### config.mk
export PLATFORM = sky130hd
export DESIGN_NAME = uart_frac_baud
export DESIGN_NICKNAME = d
export VERILOG_FILES = /design/src/rtl/uart_frac_baud.sv
export SDC_FILE = /design/constraint.sdc
export NUM_CORES = 1
export LEC_CHECK = 0
export BUFFER_PORTS_ARGS = -buffer_cell sky130_fd_sc_hd__buf_2
export CAP_MARGIN = 10
export CORE_AREA = 5 5 73 109
export CTS_BUF_LIST = sky130_fd_sc_hd__clkbuf_4 sky130_fd_sc_hd__clkbuf_8
export DETAILED_ROUTE_END_ITERATION = 8
export DIE_AREA = 0 0 78 114
export GPL_ROUTABILITY_DRIVEN = 0
export PLACE_DENSITY = 0.72
export REMOVE_ABC_BUFFERS = 1
export SETUP_SLACK_MARGIN = 0.4
export SLEW_MARGIN = 30
export SYNTH_ARGS = -nofsm -noshare
export SYNTH_HDL_FRONTEND = slang
export SYNTH_SLANG_ARGS = --single-unit
### constraint.sdc
create_clock -name clk -period 6.2 [get_ports clk]
set_input_delay 0.31 -clock clk [delete_from_list [all_inputs] [get_ports clk]]
set_output_delay 0.31 -clock clk [all_outputs]
set_load 0.01 [all_outputs]
### src/rtl/uart_frac_baud.sv
module uart_frac_baud #(
  parameter int ADDR_W  = 8,
  parameter int DATA_W  = 32,
  parameter int DIV_LSB = 6,
  parameter int DIV_W   = 15,
  parameter int OSR     = 16,
  parameter logic [ADDR_W-1:0] DIV_ADDR = 8'h14
) (
  input  logic              clk,
  input  logic              rst_n,
  input  logic              wr_en,
  input  logic [ADDR_W-1:0] wr_addr,
  input  logic [DATA_W-1:0] wr_data,
  input  logic              restart,
  output logic [DATA_W-1:0] rd_data,
  output logic              sample_tick,
  output logic              bit_tick
);
  localparam int ACC_W = DIV_W + 2;
  localparam int CNT_W = $clog2(OSR);

  logic [DIV_W-1:0] div_q;
  logic [ACC_W-1:0] acc_q;
  logic [CNT_W-1:0] cnt_q;

  wire load  = wr_en && (wr_addr == DIV_ADDR);
  wire clear = load || restart;
  wire [ACC_W-1:0] step = acc_q + ACC_W'(4);
  wire [ACC_W-1:0] span = ACC_W'(div_q) + ACC_W'(4);
  wire hit  = step >= span;
  wire wrap = cnt_q == CNT_W'(OSR - 1);
  wire unused_wr_bits = ^{wr_data[DATA_W-1:DIV_LSB+DIV_W], wr_data[DIV_LSB-1:0]};

  assign rd_data = DATA_W'({div_q, {DIV_LSB{1'b0}}});

  always_ff @(posedge clk) begin
    if (!rst_n) begin
      div_q       <= '0;
      acc_q       <= '0;
      cnt_q       <= '0;
      sample_tick <= 1'b0;
      bit_tick    <= 1'b0;
    end else begin
      if (load) div_q <= wr_data[DIV_LSB +: DIV_W];
      if (clear) begin
        acc_q       <= '0;
        cnt_q       <= '0;
        sample_tick <= 1'b0;
        bit_tick    <= 1'b0;
      end else begin
        acc_q       <= hit ? step - span : step;
        sample_tick <= hit;
        bit_tick    <= hit && wrap;
        if (hit) cnt_q <= wrap ? '0 : cnt_q + CNT_W'(1);
      end
    end
  end

  p_bit_with_sample_r6: assert property (@(posedge clk) disable iff (!rst_n)
    bit_tick |-> sample_tick);

  p_clear_quiet_r7: assert property (@(posedge clk) disable iff (!rst_n)
    (restart || load) |=> (!sample_tick && !bit_tick));

  p_spacing_r5: assert property (@(posedge clk) disable iff (!rst_n)
    (sample_tick && div_q >= DIV_W'(4) && !clear) |=> !sample_tick);

  p_other_addr_r3: assert property (@(posedge clk) disable iff (!rst_n)
    (wr_en && !load) |=> $stable(rd_data));

endmodule

==> metrics list <==
- Remaining max-slew budget at the tightest pin: 57.5%
- In this run the core area contains 38 standard-cell rows.
* R2r worst-path depth: 13
- For this design the total switching power over the nets is 0.478 mW.
* Post-cts sizing count: 0
- Clock skew: 9.53 ps
* Final count of pins violating max slew: 0
- The worst register-to-register path ends at cnt_q[2].
- Unrepaired setup endpoints after global routing: false
- Largest net degree at the start of global routing: 29
* Post-layout util: 44.3%
* Synth cell types: 41
- Largest cells by area after synthesis: dfxtp_1, mux2i_1, ha_1
* Internal portion of total power: just over 0.7 mW
* Post-synthesis async set-or-reset flop share: 0%
- Of the post-synthesis cell area, the dominant cell type holds 27.6%.
- Number of cells produced by synthesis: about 330
* Number of buffers added for setup after CTS: 0
* N_diodes: 0
- Synthesized area per cell: 8.44 um^2
- Kind of end point of the critical path: register
- Once the floorplan was initialized, standard cells occupied between 30 and 40% of the core.
- Part of the cycle the worst path needs: 60.1%
- Summing all multi-input logic gate instances after layout gives 1830 um^2.
- Die Outline Area: approximately 8900 um^2
- The clock reaches the later pin of the worst-skew pair after 310 ps.
* Highest fanout seen on the critical path: 28
* Final cell area excluding filler cells: between 3000 and 4000 um^2
- Across the whole layout, storage elements account for 761 um^2.
- Clock Sinks: 38
- Combinational cells account for 54.1% of the total power.
- Clock Pin Slew Worst Setup and Hold Paths: roughly 90 ps
* Via count of the first global-routing pass: roughly 2,300
- Fraction of final layout cells with drive strength greater than 1: 14.7%
- Startpoint Class: register
- In this run the deepest clock path goes through 2 buffers.
* Cell Area, Synth: between 2000 and 3000 um^2
- Proportion of synthesized chip area in sequential cells: 27.6%
* Result of the run: finished, final reports clean
* ANT nets after route: 0
- In this run the static leakage power is 1.43 nW.
- Based on the critical path, the design can be clocked at up to 268 MHz.
- Max-cap violations in this run came to 0.
- In the post-synthesis netlist, the cell with the most instances is dfxtp_1.
* #FFs+latches synth: 38
- Worst Max-Slew Pin Slew: between 600 and 700 ps
- Global-route wire length before repair: 10,200 um
* Source of the critical timing path: acc_q[4]
* Sw Ratio: 39.7%
- After detailed placement, the total cell area comes to 2960 um^2.
- Final worst slack: 2470 ps
- Post-route setup TNS: 0 ps
- Across every metal layer, demand over resource in global routing totals 13.9%.
- Average vias per placed instance: 5.19
- Type of the most critical hold path: input pin to register
- Total chip power: ~1.2 mW
- Cells on Worst Hold Path: 3
* Vertical extent of the die: between 100 and 150 um
- Remaining DRCs: 0
- For this block, the via count after detailed routing is 2,325.
- Number of hold buffers added after cts: 0
- Primary FF master, synth: dfxtp_1
- Minimum period implied by the final worst setup slack: 3730 ps
- The worst register-to-register path begins at acc_q[4].
- Cell Pwr Density: 389 nW/um^2
* Root Buffer: clkbuf_8
* Number of buffers added by the clock tree synthesis step: 5
- Maximum resistive drop on vdd: 0.220 mV
- Setup slack at placement: 2480 ps
- At the end of the flow, the number of nets in the layout was 431.
* Setup Viol. Count Final: 0
* Power share of the sequential group: ~24%
- Critical path data arrival time: ~4000 ps
- Ranking of synthesized cells by instance count: dfxtp_1, mux2i_1, nand2_1, nor2_1, xnor2_1
* Number of endpoints with negative hold slack in the final report: 0
- By startpoint and endpoint, the worst setup path is classified as register to register.
* Post-DR wirelength/cell: about 13 um
* Half-perimeter wire length after detailed placement: 4590 um
- GR Overflow Total: 0
* EDFF count, synth: 0
- Initial antenna violation count: 0
- Required time of the worst setup path: 6420 ps
- Reg2reg setup slack: 2470 ps
- Area growth, synth to finish: 12.5%
- Share of total power in the clock network: 21.5%
- Summed over all layers, the routed wires come to 5780 um.
- Timing endpoint of the critical path: cnt_q[2]
* Warnings from Yosys: 0
- After floorplanning, the core was sized to cover 6990 um^2.
* Total I/O pin count: 78
- Router iterations before antenna repair: 4
- From left edge to right edge, the die measures 78 um.
* TritonCTS clock tree: built
- Number of buffers inserted by port buffering: 43
* Number of DRC markers after the initial detailed-route iteration: 65
- In this run the number of H-tree levels came out at 2.
* Final-layout fill cell count: 674
- Of all cell types, the one taking the most synthesized area is dfxtp_1.
-- how the worst min path moves through the flow --
| stage | start | to |
|---|---|---|
| 2_1_floorplan | rst_n | div_q[0] |
| 3_3_place_gp | acc_q[0] | acc_q[0] |
| 3_5_place_dp | acc_q[0] | acc_q[0] |
| 4_1_cts | wr_data[16] | div_q[10] |
| 5_1_grt | wr_data[10] | div_q[4] |
| 6_report | wr_data[16] | div_q[10] |
-- cell families after synthesis --
family	after synthesis	synth area share, %
AND/OR/NAND/NOR	109	20.4
multiplexers	25	9.10
buffers and inverters	37	7.96
XOR/XNOR	37	11.8
flip-flops	38	27.6
other	1	0.136
AO/OA/AOI/OAI	59	13.6
adder cells (fa/ha/maj)	20	9.37
-- through the flow --
stage / hold slack (ps) / cells
4_1_cts: 249 / 448
3_3_place_gp: 460 / 440
2_1_floorplan: 438 / 316
5_1_grt: 272 / 448
6_report: 257 / 448
3_5_place_dp: 463 / 440
-- area by class of cell --
type / instances / share of cell area (%)
clock buffer: 5 / 2.22
clock inverter: 3 / 2.22
inverter: 11 / 1.33
multi-input combinational: 267 / 59.2
sequential: 38 / 24.6
tap: 80 / 3.23
timing repair buffer: 44 / 7.19
-- power by group through the flow --
| stage | registers (mW) | clock network, mW | logic [mW] |
|---|---|---|---|
| 2_1_floorplan | 0.296 | 0 | 0.529 |
| 3_3_place_gp | 0.297 | 0 | 0.636 |
| 3_5_place_dp | 0.299 | 0 | 0.643 |
| 4_1_cts | 0.293 | 0.265 | 0.650 |
| 5_1_grt | 0.298 | 0.272 | 0.737 |
| 6_report | 0.293 | 0.259 | 0.652 |
-- placed cells by master, fill, tap and decap left out, drive strengths merged, types with 2 or more instances in the layout --
master / netlist / routed
a211oi: 3 / 3
a21o: 5 / 5
a21oi: 17 / 17
a31oi: 2 / 2
and3: 5 / 5
buf: 20 / 44
bufinv: 0 / 2
clkbuf: 6 / 5
conb: 1 / 17
dfxtp: 38 / 38
ha: 19 / 19
inv: 11 / 11
mux2i: 25 / 25
nand2: 21 / 21
nand2b: 4 / 4
nand3: 19 / 19
nand3b: 2 / 2
nand4: 5 / 5
nor2: 21 / 21
nor2b: 17 / 17
nor3: 8 / 8
o21a: 6 / 6
o21ai: 13 / 13
o21bai: 5 / 5
o31ai: 3 / 3
or3: 2 / 2
xnor2: 21 / 21
xor2: 16 / 16
-- worst max-delay path, stage by stage (launching register included) --
cell and delay (ps):
dfxtp_1 390, and3_1 190, and3_1 200, and2_1 240
nand3_1 120, xnor2_1 160, ha_1 400, nand4_1 150
or3_1 430, nor4_1 420, nor2_1 70, o2111a_2 350
or3_1 380, a21oi_1 140
-- layer usage --
metal  share of wire (%)  track usage, %
met1                  39            14.7
met3                 4.4            2.29
met4                 2.9            6.88
met2                  53            26.2
met5                   0               0
-- state kept, by name (all words and copies together) (netlist names) --
name and count:
sample_tick 1, bit_tick 1, div_q 15, acc_q 17, cnt_q 4
Power figures use the tool's default switching activity.
